===== config.mk =====
export PLATFORM = sky130hd
export DESIGN_NAME = ser_tx
export DESIGN_NICKNAME = d
export VERILOG_FILES = /design/src/rtl/ser_tx_pkg.sv /design/src/rtl/ser_quad_stage.sv /design/src/rtl/ser_sync_gen.sv /design/src/rtl/ser_bit_engine.sv /design/src/rtl/ser_tx.sv
export SDC_FILE = /design/constraint.sdc
export NUM_CORES = 1
export LEC_CHECK = 0
export ABC_CLOCK_PERIOD_IN_PS = 2700
export CORE_ASPECT_RATIO = 1.25
export CORE_MARGIN = 2
export CORE_UTILIZATION = 58
export CTS_BUF_LIST = sky130_fd_sc_hd__clkbuf_2 sky130_fd_sc_hd__clkbuf_4 sky130_fd_sc_hd__clkbuf_8
export DETAILED_ROUTE_END_ITERATION = 10
export PLACE_DENSITY_LB_ADDON = 0.3
export SYNTH_ARGS = -nofsm -noshare
export SYNTH_HDL_FRONTEND = slang
export SYNTH_SLANG_ARGS = --single-unit

===== constraint.sdc =====
create_clock -name clk -period 2.7 [get_ports clk]
set_input_delay 0.54 -clock clk [delete_from_list [all_inputs] [get_ports clk]]
set_output_delay 0.54 -clock clk [all_outputs]
set_load 0.01 [all_outputs]

===== src/rtl/ser_tx_pkg.sv =====
// Shared widths and types for the serial packet output serializer.
package ser_tx_pkg;
    localparam int BYTE_W    = 8;
    localparam int BIT_IDX_W = $clog2(BYTE_W);

    // Which byte of a packet the framing mark covers.
    typedef enum logic [1:0] {
        SYNC_NONE  = 2'b00,
        SYNC_FIRST = 2'b01,
        SYNC_LAST  = 2'b10,
        SYNC_RSVD  = 2'b11
    } sync_mode_e;

    // One staged byte together with its packet-position flags.
    typedef struct packed {
        logic [BYTE_W-1:0] data;
        logic              first;
        logic              last;
    } lane_t;
endpackage


===== src/rtl/ser_quad_stage.sv =====
// Gathers LANES incoming bytes into one staged quadlet.
// Assumes the consumer empties the whole stage in a single cycle (take),
// and only while the stage is full.
module ser_quad_stage
    import ser_tx_pkg::*;
#(
    parameter int LANES = 4
) (
    input  logic              clk,
    input  logic              rst_n,
    input  logic              in_valid,
    input  lane_t             in_lane,
    input  logic              take,
    output logic              in_ready,
    output logic              full,
    output lane_t [LANES-1:0] lanes
);
    localparam int CNT_W = $clog2(LANES + 1);

    logic [CNT_W-1:0] fill_cnt;
    logic             accept;

    assign full     = (fill_cnt == CNT_W'(LANES));
    assign in_ready = !full;
    assign accept   = in_valid && in_ready;

    // Track how many lanes hold data; emptied whole when the shifter takes it.
    always_ff @(posedge clk) begin
        if (!rst_n)
            fill_cnt <= '0;
        else if (take)
            fill_cnt <= '0;
        else if (accept)
            fill_cnt <= fill_cnt + 1'b1;
    end

    for (genvar g = 0; g < LANES; g++) begin : g_lane
        // Write the incoming byte into the lane it is due to occupy.
        always_ff @(posedge clk) begin
            if (!rst_n)
                lanes[g] <= '0;
            else if (accept && fill_cnt == CNT_W'(g))
                lanes[g] <= in_lane;
        end
    end
endmodule


===== src/rtl/ser_sync_gen.sv =====
// Decides whether the bit now being sent carries the framing mark.
// Purely combinational; the caller registers the result with the data bit.
module ser_sync_gen
    import ser_tx_pkg::*;
(
    input  logic [1:0]           mode,
    input  logic                 full_byte,
    input  lane_t                cur_lane,
    input  logic [BIT_IDX_W-1:0] bit_pos,
    output logic                 sync_req
);
    logic marked;

    // Pick the flag that the selected mode marks; reserved code marks nothing.
    always_comb begin
        unique case (sync_mode_e'(mode))
            SYNC_FIRST: marked = cur_lane.first;
            SYNC_LAST:  marked = cur_lane.last;
            default:    marked = 1'b0;
        endcase
    end

    assign sync_req = marked && (full_byte || bit_pos == '0);
endmodule


===== src/rtl/ser_bit_engine.sv =====
// Shifts a staged quadlet out one bit per clock, with no gaps between
// quadlets, and samples the host enable only at quadlet boundaries.
// Assumes LANES is a power of two, so the bit counter splits into lane and bit.
module ser_bit_engine
    import ser_tx_pkg::*;
#(
    parameter int LANES = 4
) (
    input  logic                 clk,
    input  logic                 rst_n,
    input  logic                 tx_en,
    input  logic                 avail,
    input  lane_t [LANES-1:0]    lanes_in,
    input  logic                 lsb_first,
    input  logic                 sync_req,
    output logic                 take,
    output logic                 shifting,
    output lane_t                cur_lane,
    output logic [BIT_IDX_W-1:0] bit_pos,
    output logic                 ser_d,
    output logic                 ser_sync,
    output logic                 proto_err
);
    localparam int QBITS = LANES * BYTE_W;
    localparam int CW    = $clog2(QBITS);
    localparam int LW    = (LANES > 1) ? $clog2(LANES) : 1;
    localparam logic [BIT_IDX_W-1:0] TOP_BIT = BIT_IDX_W'(BYTE_W - 1);

    logic              active;
    logic [CW-1:0]     cnt;
    lane_t [LANES-1:0] sh;
    logic              en_q;
    logic              last_bit;
    logic [LW-1:0]     lane_sel;
    logic              bit_val;

    assign last_bit = (cnt == CW'(QBITS - 1));
    assign take     = avail && tx_en && (!active || last_bit);
    assign shifting = active;
    assign lane_sel = LW'(cnt >> BIT_IDX_W);
    assign cur_lane = sh[lane_sel];
    assign bit_pos  = cnt[BIT_IDX_W-1:0];
    assign bit_val  = lsb_first ? cur_lane.data[bit_pos]
                                : cur_lane.data[TOP_BIT - bit_pos];

    // Busy flag: set on load, cleared after bit 31 unless a reload follows.
    always_ff @(posedge clk) begin
        if (!rst_n)
            active <= 1'b0;
        else if (take)
            active <= 1'b1;
        else if (active && last_bit)
            active <= 1'b0;
    end

    // Bit position within the quadlet, restarted on each load.
    always_ff @(posedge clk) begin
        if (!rst_n)
            cnt <= '0;
        else if (take)
            cnt <= '0;
        else if (active)
            cnt <= cnt + 1'b1;
    end

    // Shift register contents, copied from the stage on load.
    always_ff @(posedge clk) begin
        if (!rst_n)
            sh <= '0;
        else if (take)
            sh <= lanes_in;
    end

    // Output bit and mark; the data line holds while nothing is sent.
    always_ff @(posedge clk) begin
        if (!rst_n) begin
            ser_d    <= 1'b0;
            ser_sync <= 1'b0;
        end else begin
            if (active)
                ser_d <= bit_val;
            ser_sync <= active && sync_req;
        end
    end

    // Remember enable and latch an error for changes inside a quadlet.
    always_ff @(posedge clk) begin
        if (!rst_n) begin
            en_q      <= 1'b0;
            proto_err <= 1'b0;
        end else begin
            en_q <= tx_en;
            if (active && !last_bit && tx_en != en_q)
                proto_err <= 1'b1;
        end
    end
endmodule


===== src/rtl/ser_tx.sv =====
// Serial packet output serializer top: byte stage, bit engine, sync marker.
// Assumes configuration inputs are steady while a quadlet is being sent.
module ser_tx
    import ser_tx_pkg::*;
#(
    parameter int LANES = 4
) (
    input  logic       clk,
    input  logic       rst_n,
    input  logic       in_valid,
    input  logic [7:0] in_data,
    input  logic       in_first,
    input  logic       in_last,
    output logic       in_ready,
    input  logic       tx_en,
    input  logic [1:0] cfg_sync_mode,
    input  logic       cfg_sync_full,
    input  logic       cfg_lsb_first,
    output logic       ser_d,
    output logic       ser_sync,
    output logic       data_avail,
    output logic       proto_err
);
    lane_t                in_lane;
    lane_t [LANES-1:0]    staged;
    lane_t                cur_lane;
    logic                 take;
    logic                 shifting;
    logic                 sync_req;
    logic [BIT_IDX_W-1:0] bit_pos;

    assign in_lane = '{data: in_data, first: in_first, last: in_last};

    ser_quad_stage #(.LANES(LANES)) u_stage (
        .clk      (clk),
        .rst_n    (rst_n),
        .in_valid (in_valid),
        .in_lane  (in_lane),
        .take     (take),
        .in_ready (in_ready),
        .full     (data_avail),
        .lanes    (staged)
    );

    ser_bit_engine #(.LANES(LANES)) u_engine (
        .clk       (clk),
        .rst_n     (rst_n),
        .tx_en     (tx_en),
        .avail     (data_avail),
        .lanes_in  (staged),
        .lsb_first (cfg_lsb_first),
        .sync_req  (sync_req),
        .take      (take),
        .shifting  (shifting),
        .cur_lane  (cur_lane),
        .bit_pos   (bit_pos),
        .ser_d     (ser_d),
        .ser_sync  (ser_sync),
        .proto_err (proto_err)
    );

    ser_sync_gen u_sync (
        .mode      (cfg_sync_mode),
        .full_byte (cfg_sync_full),
        .cur_lane  (cur_lane),
        .bit_pos   (bit_pos),
        .sync_req  (sync_req)
    );
endmodule


==> qor.csv <==
stage;metric;value;unit
outcome;status;finished, final reports clean;
setup_path;r2r-start;u_engine.cnt[0];
setup_path;start_kind;register;
synthesis;synth.yosys.seq_area_share;44.9;%
global_route;grt_usage;23.7;%
synthesis;yosysTopAreaCell;dfxtp_1;
synthesis;yosys-top-cells-area;dfxtp_1 (45%), a21boi_0 (13%), nand2_1 (11%);
hold_path;min_path_type;register to register;
synthesis;synth_seq_cells;93;
clock_network;cts-htree-levels;3;
die;dieArea;7840;um2
clock_network;cts_tree;built;
synthesis;yosys_warnings;0;
synthesis;synth_edf_count;0;
clock_network;numCtsBuffers;9;
synthesis;synthCells;463;
setup_path;end_kind;output port;
power_and_ir_drop;ir_worst_vdd;0.411;mV
global_route;grt_pass1_wl;14500;um
die;die_w;79.6;um
sta;setup_ws;0.377;ns
finish;final_cells;567;
clock_network;cts_hold_buf;0;
setup_path;path_max_fanout;6;
sta;setup_violations;0;
route;met2_length;3920;um
sta;slew_violations;0;
placement;place_hpwl;5970;um
clock_network;cts_buffer_depth;2;
global_route;grt_pass1_vias;3016;
clock_network;post_cts_buffers;0;
power_and_ir_drop;p_leak;1.65;nW
sta;layout_worst_path_cycle_share;86.0;%
route;top_layer_used;met4;
sta;finalHoldViolCount;0;
clock_network;clk-insertion-delay-late;0.37;ns
sta;tightest_slew;0.715;ns
power_and_ir_drop;power_density;608;nW/um2
synthesis;synth_nets;491;
global_route;grt_max_degree;59;
placement;post-place-cells;551;
sta;slew_headroom;52.2;%
die;ios;23;
placement;port-buffer-count;22;
synthesis;synth_cell_types;37;
global_route;grt.overflow.total;0;
synthesis;yosys_most_used_dff;dfxtp_1;
die;row_count;34;
hold_path;min-delay-start;u_engine.sh[29];
setup_path;arrival;1.78;ns
route;vias;3150;
placement;place_congestion;0.814;
clock_network;clock-sinks;93;
setup_path;cp-startpoint;u_stage.fill_cnt[0];
finish;drive_above_1_share;8.60;%
route;first_iter_violations;187;
power_and_ir_drop;total_power;0.00284;W
setup_path;cp.required;2.16;ns
sta;fin_worst_skew;0.00984;ns
route;wl_met3;317;um
synthesis;netlist_area;4150;um2
die;initial_utilization;59.8;%
global_route;antenna_found_initial;0;
route;drc;0;
clock_network;cts_root_buf;clkbuf_8;
die;die_h;98.5;um
route;ant_nets;0;
setup_path;criticalPathCategory;register to output port;
synthesis;yosys-top-cells-count;nand2_1 (121), dfxtp_1 (93), a21boi_0 (71);
route;wl_per_cell;15.1;um
synthesis;async_reset_ff_share;0;%
sta;tns;0;ns
route;wl_met1;4170;um
finish;area_growth;12.6;%
run;maxCapViolations;0;
placement;dp_slack;0.457;ns
synthesis;synth_top_cell_area_share;44.9;%
finish;diodes;0;
synthesis;syn_area_per_cell;8.95;um2
sta;period_minus_slack;2.32;ns
finish;nets;500;
die;core-area;6930;um2
clock_network;clkTransAtPathRegs;0.09;ns
clock_network;ctsResizeCount;0;
route;vias_per_cell;5.56;
synthesis;synth_most_common_cell;nand2_1;
sta;fmax;0.431;GHz
route;wirelength;8590;um
route;drt_first_pass_iters;5;
sta;rsz0062_at_grt;false;
-- through the flow --
| step | cell area (um2) | utilization [%] | hold slack [ns] |
|---|---|---|---|
| 3_5_place_dp | 4420 | 63.7 | 0.456 |
| 6_report | 4670 | 67.3 | 0.467 |
| 4_1_cts | 4670 | 67.3 | 0.469 |
| 3_3_place_gp | 4420 | 63.7 | 0.448 |
| 5_1_grt | 4670 | 67.3 | 0.492 |
| 2_1_floorplan | 4150 | - | 0.440 |
-- power breakdown --
part / internal, W / total [W] / switching (W) / leakage [nW]
Combinational: 0.000103 / 0.000251 / 0.000148 / 0.774
Sequential: 0.00141 / 0.00144 / 0.0000305 / 0.752
Clock: 0.000654 / 0.00115 / 0.000494 / 0.127
-- state kept, by name, indices dropped and copies added (netlist names) --
| name | count |
|---|---|
| u_engine.ser_sync | 1 |
| u_engine.ser_d | 1 |
| u_engine.proto_err | 1 |
| u_stage.lanes | 40 |
| u_engine.en_q | 1 |
| u_engine.sh | 40 |
| u_engine.cnt | 5 |
| u_stage.fill_cnt | 3 |
| u_engine.shifting | 1 |
-- path summary, 6_finish.rpt --
| kind | endpoint | slack [ns] | depth (start not counted) |
|---|---|---|---|
| max | data_avail | 0.38 | 5 |
| min | u_engine.sh[29] | 0.47 | 2 |
| max reg2reg | u_engine.sh[1] | 0.47 | 8 |
| min reg2reg | u_engine.sh[29] | 0.47 | 2 |
-- critical path: stages, from the launching register on --
cell	delay, ns
dfxtp_1	0.33
inv_1	0.12
ha_1	0.18
nand2_1	0.13
inv_1	0.12
clkdlybuf4s50_1	0.53
-- layout by cell type (no fill, tap or decap), types with 2 or more instances in the layout --
cell type and count:
a21oi_1 3, clkdlybuf4s50_1 21, nand2_1 121, xor2_1 2, mux4_2 7, nor2b_1 13, a21boi_0 71, ha_1 10
a311oi_1 2, xnor2_1 3, mux2_2 7, bufinv_16 3, mux2i_1 18, o311ai_0 2, dfxtp_1 93, nand4_1 2
clkinv_4 2, clkbuf_8 10, nor2_1 11, buf_4 7, mux4_1 2, inv_1 9, a31oi_1 2, nand3_1 37
-- layout make-up --
cell class,instances,area (um2)
fill,560,2270
multi-input combinational,328,2120
sequential,93,1860
timing repair buffer,30,288
clock buffer,11,145
tap,90,113
clock inverter,5,108
inverter,10,37.5
-- cell families after synthesis --
logic type,Yosys count,share of synthesized area (%)
AND/OR/NAND/NOR,192,19.9
adder cells (fa/ha/maj),10,3.02
AO/OA/AOI/OAI,87,15.7
XOR/XNOR,5,1.06
multiplexers,34,11.3
buffers and inverters,42,4.17
flip-flops,93,44.9
-- routing by layer --
layer	up-vias	GRT usage, %
met1	1477	33.1
li1	1594	-
met4	0	9.15
met2	64	36.4
met3	15	4.40
met5	-	0
Power figures use the tool's default switching activity.
